**src/rtl/alb_pkg.sv**
```systemverilog
package alb_pkg;

  // Operating mode, formed from the two active-low controls.
  typedef enum logic [1:0] {
    MODE_DEMUX = 2'b00,  // clear low, enable low
    MODE_CLEAR = 2'b01,  // clear low, enable high
    MODE_WRITE = 2'b10,  // clear high, enable low
    MODE_HOLD  = 2'b11   // clear high, enable high
  } alb_mode_e;

  function automatic alb_mode_e alb_mode_of(input logic clr_n, input logic wr_en_n);
    return alb_mode_e'({clr_n, wr_en_n});
  endfunction

endpackage

```
**src/rtl/alb_reset_sync.sv**
```systemverilog
module alb_reset_sync #(
  parameter int STAGES = 2
) (
  input  logic clk,
  input  logic rst_n,
  output logic rst_sync_n
);
  logic [STAGES-1:0] chain_q;
  logic [STAGES-1:0] chain_d;

  always_comb begin
    chain_d = {chain_q[STAGES-2:0], 1'b1};
  end

  always_ff @(posedge clk or negedge rst_n) begin
    if (!rst_n) chain_q <= '0;
    else        chain_q <= chain_d;
  end

  assign rst_sync_n = chain_q[STAGES-1];
endmodule

```
**src/rtl/alb_mode_decode.sv**
```systemverilog
module alb_mode_decode
  import alb_pkg::*;
(
  input  logic      clr_n,
  input  logic      wr_en_n,
  output alb_mode_e mode,
  output logic      bank_ce
);
  always_comb begin
    mode    = alb_mode_of(clr_n, wr_en_n);
    bank_ce = (mode != MODE_HOLD);
  end
endmodule

```
**src/rtl/alb_sel_decode.sv**
```systemverilog
module alb_sel_decode #(
  parameter int AW = 3,
  localparam int NBITS = 1 << AW
) (
  input  logic [AW-1:0]    sel,
  output logic [NBITS-1:0] hit
);
  for (genvar i = 0; i < NBITS; i++) begin : g_hit
    assign hit[i] = (sel == AW'(i));
  end
endmodule

```
**src/rtl/alb_bank.sv**
```systemverilog
module alb_bank
  import alb_pkg::*;
#(
  parameter int NBITS = 8
) (
  input  logic             clk,
  input  logic             rst_n,
  input  alb_mode_e        mode,
  input  logic             bank_ce,
  input  logic             din,
  input  logic [NBITS-1:0] hit,
  output logic [NBITS-1:0] store_q
);
  logic [NBITS-1:0] store_d;

  for (genvar i = 0; i < NBITS; i++) begin : g_cell
    always_comb begin
      unique case (mode)
        MODE_WRITE: store_d[i] = hit[i] ? din : store_q[i];
        MODE_DEMUX: store_d[i] = hit[i] & din;
        MODE_CLEAR: store_d[i] = 1'b0;
        default:    store_d[i] = store_q[i];
      endcase
    end
  end

  always_ff @(posedge clk or negedge rst_n) begin
    if (!rst_n)       store_q <= '0;
    else if (bank_ce) store_q <= store_d;
  end
endmodule

```
**src/rtl/addr_latch_bank.sv**
```systemverilog
module addr_latch_bank
  import alb_pkg::*;
#(
  parameter int AW = 3,
  localparam int NBITS = 1 << AW
) (
  input  logic             clk,
  input  logic             rst_n,
  input  logic             din,
  input  logic [AW-1:0]    sel,
  input  logic             wr_en_n,
  input  logic             clr_n,
  output logic [NBITS-1:0] q
);
  logic             rst_sync_n;
  alb_mode_e        mode;
  logic             bank_ce;
  logic [NBITS-1:0] hit;

  alb_reset_sync #(.STAGES(2)) u_rst (
    .clk        (clk),
    .rst_n      (rst_n),
    .rst_sync_n (rst_sync_n)
  );

  alb_mode_decode u_mode (
    .clr_n   (clr_n),
    .wr_en_n (wr_en_n),
    .mode    (mode),
    .bank_ce (bank_ce)
  );

  alb_sel_decode #(.AW(AW)) u_sel (
    .sel (sel),
    .hit (hit)
  );

  alb_bank #(.NBITS(NBITS)) u_bank (
    .clk     (clk),
    .rst_n   (rst_sync_n),
    .mode    (mode),
    .bank_ce (bank_ce),
    .din     (din),
    .hit     (hit),
    .store_q (q)
  );
endmodule

```
**config.mk**
```make
export PLATFORM = sky130hd
export DESIGN_NAME = addr_latch_bank
export DESIGN_NICKNAME = d
export VERILOG_FILES = /design/src/rtl/alb_pkg.sv /design/src/rtl/alb_reset_sync.sv /design/src/rtl/alb_mode_decode.sv /design/src/rtl/alb_sel_decode.sv /design/src/rtl/alb_bank.sv /design/src/rtl/addr_latch_bank.sv
export SDC_FILE = /design/constraint.sdc
export NUM_CORES = 1
export LEC_CHECK = 0
export CORE_UTILIZATION = 31
export CTS_CLUSTER_DIAMETER = 120
export DETAILED_ROUTE_END_ITERATION = 6
export DONT_BUFFER_PORTS = 1
export PLACE_DENSITY_LB_ADDON = 0.2
export SLEW_MARGIN = 10
export SYNTH_ARGS = -nofsm -noshare
export SYNTH_HDL_FRONTEND = slang
export SYNTH_SLANG_ARGS = --single-unit
```
**constraint.sdc**
```tcl
create_clock -name clk -period 0.8 [get_ports clk]
set_input_delay 0.16 -clock clk [delete_from_list [all_inputs] [get_ports clk]]
set_output_delay 0.16 -clock clk [all_outputs]
set_load 0.01 [all_outputs]
```
==> impl_summary.txt, run 1 <==
----------------------------------------------------
[Run status]
  Result of the run ... complete, but fails checks
  Failing checks ... setup timing

[Timing]
  Fin. Hold Viols ... 0
  Worst-case clock skew ... 0.00425 ns
  Total setup violations reported at the end of the flow ... 8
  Smallest hold slack ... 0.0281 ns
  Highest Clock Rate ... 1170 MHz
  Worst Setup Slack, final ... -0.0515 ns
  Unrepaired setup endpoints after global routing ... true
  Shortest clock period the worst path allows after layout ... 0.852 ns
  Count of pins over their slew limit ... 0
  Ratio of final minimum period to clock period ... 1.06

[Place]
  Final Wtd Congestion ... 0.595
  Post-placement worst setup slack ... -0.0974 ns
  Port Buffer Count ... 0

[Detailed routing]
  Pre-Repair DR Iteration Count ... 2
  Detail-routed net length per standard cell ... 15.9 microns
  Total number of vias ... 302
  Number of remaining DRC errors ... 0
  Starting DRC count in detailed routing ... 1
  Via density per instance ... 5.39
  Antenna viol nets, final ... 0
  Aggregate routed wire length ... 890 microns

[Synth]
  Synth area leader ... sky130_fd_sc_hd__dfrtp_1
  Post-synth cell types ... 11
  Post-synth top cells ... sky130_fd_sc_hd__dfrtp_1, sky130_fd_sc_hd__mux2i_1, sky130_fd_sc_hd__nand2_1
  Fraction of registers with async set or reset after synthesis ... 1.00
  Mapped Avg Cell Area ... 12.2 sq um
  Leading register cell type out of synthesis ... sky130_fd_sc_hd__dfrtp_1
  Synthesis-stage register bit count ... 10
  Synthesized netlist net count ... 45
  Simple-gate share of the synthesized area ... 0.242
  Synthesis warning total ... 0
  Top post-synthesis cells by area ... sky130_fd_sc_hd__dfrtp_1, sky130_fd_sc_hd__mux2i_1, sky130_fd_sc_hd__nand2_1
  Fraction of post-synthesis cell area in the top cell type by area ... 0.556
  Sequential area share after synthesis ... 0.556
  Post-synthesis share of cell area spent on xor and xnor gates ... 0
  Fraction of the mapped netlist area in adder cells ... 0
  Most frequently used cell type in the post-synthesis netlist ... sky130_fd_sc_hd__dfrtp_1
  Cell count after synthesis ... 37
  Netlist Area Pre-Place ... 450 sq um
  Number of flops mapped to enable cells by yosys ... 0
  Compound-cell area share of the yosys netlist ... 0
  Dominant combinational cell family by area after synthesis ... simple AND/OR/NAND/NOR gates
  Post-synthesis mux area share ... 0.178

[Finish]
  Filler cells ... 131
  Number of nets in the layout ... 50
  Fraction of layout cells with a size suffix above 1 ... 0.146
  Utilization after layout ... 0.384
  Count of inserted antenna diode cells ... 0
  Area overhead of the layout relative to synthesis ... 13.6%

[Pwr]
  Worst vdd rail ir drop ... 0.712 mV
  Proportion of power drawn by flip-flops and latches ... 0.524
  Switching portion of total power ... 0.211
  Net load switching power ... 221 uW
  Power per cell area ... 2050 nW/um^2
  Total power ... 1050 uW
  Combinational group share of total power ... 0.044
  Power share of the clock group ... 0.433
  Leak ... 0.000220 uW
  Internal power ... 828 uW

[Clocking]
  Number of clock sinks seen by CTS ... 10
  Clock tree from TritonCTS ... done
  Clk pin slew, worst setup/hold paths ... 0.07 ns
  Number of setup buffers added after CTS ... 0
  Maximum buffer depth of the clock tree ... 2
  Latest clock arrival within the worst-skew pair ... 0.26 ns
  Number of H-tree levels ... 1
  Gates resized, CTS repair ... 0
  Clock root buffer ... sky130_fd_sc_hd__clkbuf_4
  Number of CTS-inserted buffers ... 3

[Critical path]
  Data arrival, critical path ... 0.69 ns
  Endpoint class of the critical path ... primary output
  Crit Path Max Fanout ... 2
  R2R Path End ... u_bank.store_q[4]
  R2r worst-path depth ... 2
  Reg-to-Reg Start ... u_bank.store_q[4]
  Register-to-register setup slack ... 0.10 ns
  Critical setup path kind ... register to primary output
  Critical path data required time ... 0.64 ns
  Beginning of the critical path ... u_bank.store_q[1]
  Element type at the critical path start ... register

[Worst hold path]
  Hold Path Sink ... u_bank.store_q[6]
  Hold path startpoint ... clr_n
  Hold Crit Class ... primary input to register
  Cell depth of the worst min-delay path ... 2

[Flow run]
  Count of maximum capacitance violations ... 0

[Die]
  Std-Cell Rows ... 13
  Die Area ... 1610 sq um
  Core box area ... 1330 sq um
  DIE WIDTH ... 40.1 microns
  Height of the die ... 40.1 microns
  Number of top-level design ports ... 16
  Starting density of the core ... 0.338

[Global routing]
  All-Layer GR Usage ... 0.124
  Vias in the first global route ... 318
  Overflow left after global routing ... 0
  Number of antenna violations at the first check in global routing ... 0
  Pin count of the biggest net entering global routing ... 9
  First-pass GRT wire length ... 1220 microns

----------------------------------------------------
==> repair_timing <==
| action | CTS | global route |
|---|---|---|
| setup endpoints to repair | 8 | 8 |
| hold buffers | 1 | 0 |
| hold endpoints to repair | 2 | 0 |
==> logic make-up after synthesis <==
| family | after synthesis |
|---|---|
| buffers and inverters | 2 |
| AND/OR/NAND/NOR | 16 |
| other | 1 |
| flip-flops | 10 |
| multiplexers | 8 |
==> power by group through the flow <==
| stage | sequential (uW) | clock [uW] | combinational (uW) |
|---|---|---|---|
| 2_1_floorplan | 555 | 0 | 40.6 |
| 3_3_place_gp | 559 | 0 | 39.9 |
| 3_5_place_dp | 561 | 0 | 41.4 |
| 4_1_cts | 551 | 475 | 46.7 |
| 5_1_grt | 554 | 505 | 50.5 |
| 6_report | 550 | 454 | 45.7 |
==> worst register-to-register path, cell delays in order (launching register included) <==
cell and delay, ns:
sky130_fd_sc_hd__dfrtp_1 0.42, sky130_fd_sc_hd__nand2_1 0.09, sky130_fd_sc_hd__mux2i_1 0.07
==> per-layer routing <==
metal / GRT usage / vias to the layer above / wire length, microns
met5: 0 / - / 0
li1: - / 138 / -
met2: 0.177 / 9 / 456
met3: 0.0556 / 0 / 53
met4: 0.103 / 0 / 0
met1: 0.140 / 155 / 380
==> sequential cells by signal, indices dropped and copies added, names as in the netlist <==
signal,count
u_bank.store_q,8
u_rst.chain_q,2
==> area by class of cell <==
type                    instances  area, sq um  area share
well taps                      15         18.8      0.0367
clock buffers                   4         36.3      0.0709
inverters                       1         3.75     0.00733
repair buffers                  1         10.0      0.0196
flip-flops and latches         10          250       0.489
multi-input cells              25          193       0.377
==> how the worst max path moves through the flow <==
stage,cells past startpoint,to,slack [ns]
6_report,0,q[1],-0.05
5_1_grt,0,q[3],-0.08
4_1_cts,0,q[1],-0.07
3_5_place_dp,2,u_bank.store_q[4],-0.1
3_3_place_gp,2,u_bank.store_q[4],-0.08
2_1_floorplan,2,u_bank.store_q[1],0.02
==> metrics by stage <==
step	instances	setup TNS, ns	instance area, sq um
4_1_cts	56	-0.455	512
2_1_floorplan	37	0	450
5_1_grt	56	-0.594	512
3_3_place_gp	51	-0.192	465
6_report	56	-0.337	512
3_5_place_dp	51	-0.163	465
==> cells in the final DEF (no fill, tap or decap) <==
cell type / n
sky130_fd_sc_hd__inv_1: 1
sky130_fd_sc_hd__conb_1: 1
sky130_fd_sc_hd__clkbuf_4: 3
sky130_fd_sc_hd__dlygate4sd3_1: 1
sky130_fd_sc_hd__mux2i_1: 8
sky130_fd_sc_hd__nand4b_1: 1
sky130_fd_sc_hd__clkbuf_8: 1
sky130_fd_sc_hd__nand2_1: 8
sky130_fd_sc_hd__and4bb_1: 1
sky130_fd_sc_hd__nor4_1: 1
sky130_fd_sc_hd__nor4b_1: 3
sky130_fd_sc_hd__and4bb_2: 2
sky130_fd_sc_hd__dfrtp_1: 10
No activity file was read; power rests on OpenSTA's default activity.
==> run 2, diff against run 1 <==
ABC_AREA = 1   (was default)
==> run 2 against run 1 <==
Effect of this change: the flow still finishes with violations (setup timing); power increased by 15%; critical path depth increased by 1; cell count increased by 91%; register-to-register slack got worse by 0.12 ns; first-iteration DRC count increased to 10 times the previous value; count of clock-buffer cells in the layout unchanged; sequential power increased by 1%; utilization increased by 9.7 points; sequential share of layout area decreased by 15 points; clock power increased by 3%; area after synthesis increased by 15%; die area increased by 14%; critical path type unchanged.
==> impl_summary.txt, run 2 <==
----------------------------------------------------
[Finish]
  Regs by FF count ... u_bank.store_q x8, u_rst.chain_q x2 (unchanged)
  Number of nets in the layout ... 100 (was 50)
  Leading cell type in the layout, fill and taps excluded ... sky130_fd_sc_hd__nand2_1 (was sky130_fd_sc_hd__dfrtp_1)
  Register bank with the most flops ... u_bank.store_q (unchanged)
  Final Instance Count excl. Fillers ... 107 (was 56)
  Area overhead of the layout relative to synthesis ... 42.7% (was 13.6%)
  Count of inserted antenna diode cells ... 0 (unchanged)
  Utilization after layout ... 0.481 (was 0.384)
  Fraction of layout cells with a size suffix above 1 ... 0.341 (was 0.146)
  Max reg flops ... 8 (unchanged)
  Commonest cells after routing, fill and taps aside ... sky130_fd_sc_hd__nand2_1, sky130_fd_sc_hd__inv_1, sky130_fd_sc_hd__dfrtp_1 (was sky130_fd_sc_hd__dfrtp_1, sky130_fd_sc_hd__nand2_1, sky130_fd_sc_hd__mux2i_1, sky130_fd_sc_hd__nor4b_1, sky130_fd_sc_hd__clkbuf_4)
  Area of all placed cells without fillers ... 741 sq um (was 512 sq um)

[Critical path]
  Largest delay share family, worst path ... flip-flops
  Worst path slowest cell ... sky130_fd_sc_hd__dfrtp_1
  Data arrival, critical path ... 0.79 ns (was 0.69 ns)
  Critical path data required time ... 0.64 ns (about the same)
  Crit Path Max Fanout ... 2 (unchanged)
  Slowest cell delay on critical path ... 0.40 ns
  Endpoint class of the critical path ... primary output (unchanged)
  Worst-path cell chain ... buf_6
  CP bufs+invs ... 1
  Critical setup path kind ... register to primary output (unchanged)
  Element type at the critical path start ... register (unchanged)

[Global routing]
  Vias in the first global route ... 410 (was 318)
  Pin count of the biggest net entering global routing ... 9 (unchanged)
  First-pass GRT wire length ... 1720 microns (was 1220 microns)
  Overflow left after global routing ... 0 (unchanged)
  Number of antenna violations at the first check in global routing ... 0 (unchanged)
  M2 GR Usage ... 0.191 (was 0.177)
  Busiest metal layer after global routing ... met2 (unchanged)
  Global-route met1 utilization ... 0.167 (was 0.140)
  Global routing met3 resource utilization ... 0.0383 (was 0.0556)
  All-Layer GR Usage ... 0.135 (was 0.124)

[Synth]
  Netlist Area Pre-Place ... 519 sq um (was 450 sq um)
  Post-synth top cells ... sky130_fd_sc_hd__nand2_1, sky130_fd_sc_hd__dfrtp_1, sky130_fd_sc_hd__inv_1 (was sky130_fd_sc_hd__dfrtp_1, sky130_fd_sc_hd__mux2i_1, sky130_fd_sc_hd__nand2_1)
  Cell count after synthesis ... 71 (was 37)
  Post-synthesis mux area share ... 0 (was 0.178)
  Fraction of the mapped netlist area in adder cells ... 0 (unchanged)
  Fraction of post-synthesis cell area in the top cell type by area ... 0.482 (was 0.556)
  Compound-cell area share of the yosys netlist ... 0 (unchanged)
  Synthesized netlist net count ... 79 (was 45)
  Top post-synthesis cells by area ... sky130_fd_sc_hd__dfrtp_1, sky130_fd_sc_hd__nand2_1, sky130_fd_sc_hd__nand3_1 (was sky130_fd_sc_hd__dfrtp_1, sky130_fd_sc_hd__mux2i_1, sky130_fd_sc_hd__nand2_1)
  Number of flops mapped to enable cells by yosys ... 0 (unchanged)
  Post-synth cell types ... 11 (unchanged)
  Sequential area share after synthesis ... 0.482 (was 0.556)
  Post-synthesis share of cell area spent on xor and xnor gates ... 0 (unchanged)
  Synthesis warning total ... 0 (unchanged)
  Simple-gate share of the synthesized area ... 0.407 (was 0.242)
  Dominant combinational cell family by area after synthesis ... simple AND/OR/NAND/NOR gates (unchanged)
  Synth area leader ... sky130_fd_sc_hd__dfrtp_1 (unchanged)
  Fraction of registers with async set or reset after synthesis ... 1.00 (unchanged)
  Leading register cell type out of synthesis ... sky130_fd_sc_hd__dfrtp_1 (unchanged)
  Synthesis-stage register bit count ... 10 (unchanged)
  Mapped Avg Cell Area ... 7.31 sq um (was 12.2 sq um)
  Most frequently used cell type in the post-synthesis netlist ... sky130_fd_sc_hd__nand2_1 (was sky130_fd_sc_hd__dfrtp_1)

[Timing]
  Shortest clock period the worst path allows after layout ... 0.954 ns (was 0.852 ns)
  Count of pins over their slew limit ... 0 (unchanged)
  Worst-case clock skew ... 0.00132 ns (was 0.00425 ns)
  Unrepaired setup endpoints after global routing ... true (unchanged)
  Total setup violations reported at the end of the flow ... 11 (was 8)
  Ratio of final minimum period to clock period ... 1.19 (was 1.06)
  Highest Clock Rate ... 1050 MHz (was 1170 MHz)
  Worst Setup Slack, final ... -0.154 ns (was -0.0515 ns)
  Fin. Hold Viols ... 0 (unchanged)

[Detailed routing]
  Number of remaining DRC errors ... 0 (unchanged)
  Aggregate routed wire length ... 1010 microns (was 890 microns)
  Antenna viol nets, final ... 0 (unchanged)
  Starting DRC count in detailed routing ... 10 (was 1)
  Via density per instance ... 4.40 (was 5.39)
  Pre-Repair DR Iteration Count ... 4 (was 2)
  Total number of vias ... 471 (was 302)
  Detail-routed net length per standard cell ... 9.46 microns (was 15.9 microns)

[Die]
  Core box area ... 1540 sq um (was 1330 sq um)
  Std-Cell Rows ... 14 (was 13)
  Starting density of the core ... 0.337 (was 0.338)
  Height of the die ... 42.9 microns (was 40.1 microns)
  Number of top-level design ports ... 16 (unchanged)
  DIE WIDTH ... 42.9 microns (was 40.1 microns)
  Die Area ... 1840 sq um (was 1610 sq um)

[Clocking]
  Number of clock sinks seen by CTS ... 10 (unchanged)
  Clock root buffer ... sky130_fd_sc_hd__clkbuf_4 (unchanged)
  Maximum buffer depth of the clock tree ... 2 (unchanged)
  Clk pin slew, worst setup/hold paths ... 0.07 ns (about the same)
  Number of CTS-inserted buffers ... 3 (unchanged)
  Latest clock arrival within the worst-skew pair ... 0.27 ns (was 0.26 ns)
  Number of H-tree levels ... 1 (unchanged)
  Clock tree from TritonCTS ... done (unchanged)

[Place]
  Detailed-placement wirelength estimate ... 691 microns
  Dpl cell area ... 594 sq um (was 465 sq um)
  Final Wtd Congestion ... 0.676 (was 0.595)
  Number of placed cells counting well taps ... 94 (was 51)
  Post-placement worst setup slack ... 0.129 ns (was -0.0974 ns)
  Port Buffer Count ... 0 (unchanged)

[Worst hold path]
  Hold Crit Class ... primary input to register (unchanged)

[Run status]
  Result of the run ... complete, but fails checks (unchanged)
  Failing checks ... setup timing (unchanged)

[Flow run]
  Count of maximum capacitance violations ... 0 (unchanged)

[Pwr]
  Total power ... 1210 uW (was 1050 uW)
  Power per cell area ... 1630 nW/um^2 (was 2050 nW/um^2)
  Worst vdd rail ir drop ... 0.787 mV (was 0.712 mV)
  Leak ... 0.000454 uW (was 0.000220 uW)

----------------------------------------------------
## run 2: changes by cell type after synthesis, moves of 3 or more
cell and delta:
sky130_fd_sc_hd__nand3_1 +8, sky130_fd_sc_hd__nand2_1 +25, sky130_fd_sc_hd__mux2i_1 -8, sky130_fd_sc_hd__nor4b_1 -3, sky130_fd_sc_hd__inv_2 +3, sky130_fd_sc_hd__inv_1 +9
## run 2: stage by stage
stage / hold WS, ns / TNS [ns]
floorplan: -0.136 / 0
finish: 0.0655 / -1.20
CTS: 0.0647 / -1.23
global route: 0.0565 / -1.81
detailed placement: -0.136 / 0
global placement: -0.136 / 0
## run 2: cells by family (layout without fill, tap and decap cells)
logic type             after synthesis  count (layout)
buffers and inverters               14              34
and+or+nand+nor                     46              46
other                                1               1
DFF                                 10              10
## run 2: worst register-to-register path: stages (launching register included)
cell and delay, ns:
sky130_fd_sc_hd__dfrtp_1 0.40, sky130_fd_sc_hd__buf_4 0.14, sky130_fd_sc_hd__nand2_2 0.05, sky130_fd_sc_hd__nand2_1 0.05, sky130_fd_sc_hd__nand2_1 0.05, sky130_fd_sc_hd__inv_1 0.04
## run 2: layout make-up
type	count	area [sq um]
clock buffers	4	36.3
repair buffers	17	160
fillers	149	801
flip-flops and latches	10	250
multi-input cells	47	225
well taps	16	20.0
inverters	13	48.8
## run 2: routing by layer
| metal | wire length [microns] | up-vias | share of wire |
|---|---|---|---|
| met2 | 472 | 17 | 0.47 |
| met1 | 451 | 201 | 0.45 |
| met4 | 32 | 0 | 0.032 |
| met3 | 55 | 3 | 0.054 |
| li1 | - | 250 | - |
| met5 | 0 | - | 0 |
## run 2: where the power goes
part	total, uW	internal [uW]	switching [uW]
clock	466	277	189
combinational	184	101	83.3
sequential	556	533	23.6
total	1210	911	296
## run 2: path summary, 6_finish.rpt
kind,startpoint,to,slack [ns],cells past startpoint
max,u_bank.store_q[7],q[7],-0.15,1
min,clr_n,u_bank.store_q[3],0.07,4
max reg2reg,u_bank.store_q[7],u_bank.store_q[7],-0.02,5
min reg2reg,u_rst.chain_q[1],u_bank.store_q[7],0.13,0
max in group asynchronous,u_rst.chain_q[1],u_bank.store_q[0],0.42,0
min in group asynchronous,rst_n,u_rst.chain_q[0],0.11,1
## run 2: timing repair
action | CTS | global route
hold buffers | 1 | 0
setup endpoints to repair | 8 | 11
hold endpoints to repair | 2 | 0
gates resized for setup | 8 | 4
buffers inserted | 3 | 6
pin swaps | 4 | 2
==> run 3, diff against run 2 <==
CORE_MARGIN = 3   (was default)
TNS_END_PERCENT = 30   (was default)
==> run 3 against run 2 <==
Effect of this change: the run still ends with setup timing left; via count shrank 6.8%; final area fell by 7.1%; utilization shrank 3.4 points; global-route usage fell by 3.0 points; wire length down 0.30%; sequential share of layout area up 2.6 points; power shrank 1.9%; non-clock buffer count fell by 6; critical path depth did not move; register-to-register slack about the same; maximum frequency is essentially flat; sequential power about the same; critical path type unchanged; largest cell class unchanged; highest routed layer unchanged.
==> impl_summary.txt, run 3 (synthesis gave the netlist of run 2 again) <==
----------------------------------------------------
[Critical path]
  Data arrival, critical path ... 0.79 ns (about the same)
  Critical path data required time ... 0.64 ns (about the same)
  Critical setup path kind ... register to primary output (unchanged)
  Register-to-register setup slack ... -0.01 ns (was -0.02 ns)
  CP bufs+invs ... 1 (unchanged)
  Crit Path Max Fanout ... 2 (unchanged)
  Element type at the critical path start ... register (unchanged)
  Worst path slowest cell ... sky130_fd_sc_hd__dfrtp_1 (unchanged)
  Largest delay share family, worst path ... flip-flops (unchanged)
  Endpoint class of the critical path ... primary output (unchanged)
  Worst-path cell chain ... buf_6 (unchanged)
  Slowest cell delay on critical path ... 0.40 ns (about the same)

[Run status]
  Failing checks ... setup timing (unchanged)
  Result of the run ... complete, but fails checks (unchanged)

[Timing]
  Fin. Hold Viols ... 0 (unchanged)
  Worst Setup Slack, final ... -0.154 ns (about the same)
  Worst-case clock skew ... 0.00512 ns (was 0.00132 ns)
  Ratio of final minimum period to clock period ... 1.19 (about the same)
  Count of pins over their slew limit ... 0 (unchanged)
  Setup Total Neg Slack ... -1.15 ns (was -1.20 ns)
  Unrepaired setup endpoints after global routing ... true (unchanged)
  Highest Clock Rate ... 1050 MHz (about the same)
  Shortest clock period the worst path allows after layout ... 0.954 ns (about the same)
  Smallest hold slack ... 0.0665 ns (was 0.0655 ns)
  Total setup violations reported at the end of the flow ... 9 (was 11)

[Clocking]
  Clock tree from TritonCTS ... done (unchanged)
  Maximum buffer depth of the clock tree ... 2 (unchanged)
  Clock root buffer ... sky130_fd_sc_hd__clkbuf_4 (unchanged)
  Number of CTS-inserted buffers ... 3 (unchanged)
  Latest clock arrival within the worst-skew pair ... 0.27 ns (about the same)
  Number of clock sinks seen by CTS ... 10 (unchanged)
  Number of H-tree levels ... 1 (unchanged)
  Clk pin slew, worst setup/hold paths ... 0.07 ns (about the same)

[Finish]
  Register bank with the most flops ... u_bank.store_q (unchanged)
  Max reg flops ... 8 (unchanged)
  Fraction of layout cells with a size suffix above 1 ... 0.259 (was 0.341)
  Number of nets in the layout ... 94 (was 100)
  Utilization after layout ... 0.446 (was 0.481)
  Count of inserted antenna diode cells ... 0 (unchanged)
  Leading cell type in the layout, fill and taps excluded ... sky130_fd_sc_hd__nand2_1 (unchanged)
  Regs by FF count ... u_bank.store_q x8, u_rst.chain_q x2 (unchanged)
  Filler cells ... 162 (was 149)
  Commonest cells after routing, fill and taps aside ... sky130_fd_sc_hd__nand2_1, sky130_fd_sc_hd__inv_1, sky130_fd_sc_hd__dfrtp_1, sky130_fd_sc_hd__nand3_1, sky130_fd_sc_hd__buf_6 (was sky130_fd_sc_hd__nand2_1, sky130_fd_sc_hd__inv_1, sky130_fd_sc_hd__dfrtp_1)
  Area overhead of the layout relative to synthesis ... 32.5% (was 42.7%)

[Detailed routing]
  Via density per instance ... 4.35 (was 4.40)
  Detail-routed net length per standard cell ... 9.99 microns (was 9.46 microns)
  Antenna viol nets, final ... 0 (unchanged)
  Number of remaining DRC errors ... 0 (unchanged)
  Max Used Layer ... met4 (unchanged)
  Starting DRC count in detailed routing ... 10 (unchanged)
  Routed length on met1 ... 482 microns (was 451 microns)
  Met2 WL ... 433 microns (was 472 microns)
  Total number of vias ... 439 (was 471)
  Aggregate routed wire length ... 1010 microns (about the same)
  Detailed-routed wire length on met3 ... 65 microns (was 55 microns)
  Pre-Repair DR Iteration Count ... 4 (unchanged)

[Global routing]
  Overflow left after global routing ... 0 (unchanged)
  Pin count of the biggest net entering global routing ... 9 (unchanged)
  All-Layer GR Usage ... 0.105 (was 0.135)
  Number of antenna violations at the first check in global routing ... 0 (unchanged)
  First-pass GRT wire length ... 1520 microns (was 1720 microns)
  Vias in the first global route ... 348 (was 410)

[Pwr]
  Power per cell area ... 1720 nW/um^2 (was 1630 nW/um^2)
  Leak ... 0.000420 uW (was 0.000454 uW)
  Worst vdd rail ir drop ... 0.824 mV (was 0.787 mV)

[Die]
  Number of top-level design ports ... 16 (unchanged)
  Core box area ... 1540 sq um (unchanged)
  Std-Cell Rows ... 14 (unchanged)
  Height of the die ... 46.9 microns (was 42.9 microns)
  Die Area ... 2200 sq um (was 1840 sq um)
  DIE WIDTH ... 46.9 microns (was 42.9 microns)
  Starting density of the core ... 0.337 (unchanged)

[Worst hold path]
  Hold Crit Class ... primary input to register (unchanged)

[Place]
  Final Wtd Congestion ... 0.712 (was 0.676)
  Port Buffer Count ... 0 (unchanged)
  Detailed-placement wirelength estimate ... 722 microns (was 691 microns)
  Post-placement worst setup slack ... 0.111 ns (was 0.129 ns)

[Flow run]
  Count of maximum capacitance violations ... 0 (unchanged)

----------------------------------------------------
-- run 3: cell count changes in the layout (fill, tap and decap cells not counted) --
| cell | previous run | this run |
|---|---|---|
| sky130_fd_sc_hd__buf_4 | 8 | 2 |
| sky130_fd_sc_hd__nand2_1 | 29 | 32 |
| sky130_fd_sc_hd__nand2_2 | 4 | 1 |
-- run 3: timing repair --
| item | CTS | global route |
|---|---|---|
| buffers inserted | 1 | 1 |
| resized for setup | 8 | 1 |
| pin swaps | 1 | 0 |
| endpoints found under the hold margin | 2 | 0 |
| hold buffers | 1 | 0 |
| setup endpoints to repair | 8 | 9 |
-- run 3: layout make-up --
class	count	area, sq um	area share
Tap cell	16	20.0	0.0291
Sequential cell	10	250	0.364
Multi-Input combinational cell	47	218	0.316
Inverter	13	48.8	0.0709
Clock buffer	4	36.3	0.0527
Timing Repair Buffer	11	115	0.167
-- run 3: through the flow --
stage                     area [sq um]  power [uW]  instances
after floorplan                    519         651         71
after global placement             594         695         94
after detailed placement           594         696         94
after CTS                          678        1190        100
after global routing               688        1230        101
final                              688        1180        101
-- run 3: path summary, 6_finish.rpt --
check                                  startpoint                end  cells after the start
worst max-delay path            u_bank.store_q[3]               q[3]                      1
worst min-delay path                        clr_n  u_bank.store_q[3]                      4
worst max register to register  u_bank.store_q[3]  u_bank.store_q[3]                      5
worst min register to register   u_rst.chain_q[1]  u_bank.store_q[2]                      0
max in group asynchronous        u_rst.chain_q[1]  u_bank.store_q[4]                      0
min in group asynchronous                   rst_n   u_rst.chain_q[1]                      1
-- run 3: power breakdown --
part | leakage (uW) | total (uW) | switching (uW) | internal [uW]
sequential | 0.000131 | 556 | 23.6 | 532
combinational | 0.000268 | 159 | 77.8 | 81.0
clock | 0.0000210 | 470 | 193 | 277
total | 0.000420 | 1180 | 294 | 890
-- run 3: routing by layer --
layer / global-route usage / vias to the layer above
met5: 0 / -
met4: 0.0829 / 0
met3: 0.0230 / 4
met2: 0.146 / 13
met1: 0.139 / 187
li1: - / 235
-- run 3: worst reg2reg max path, cell delays in order (launching register included) --
cell and delay (ns):
sky130_fd_sc_hd__dfrtp_1 0.40, sky130_fd_sc_hd__buf_4 0.14, sky130_fd_sc_hd__nand2_2 0.05, sky130_fd_sc_hd__nand2_1 0.04, sky130_fd_sc_hd__nand2_1 0.05, sky130_fd_sc_hd__inv_1 0.03
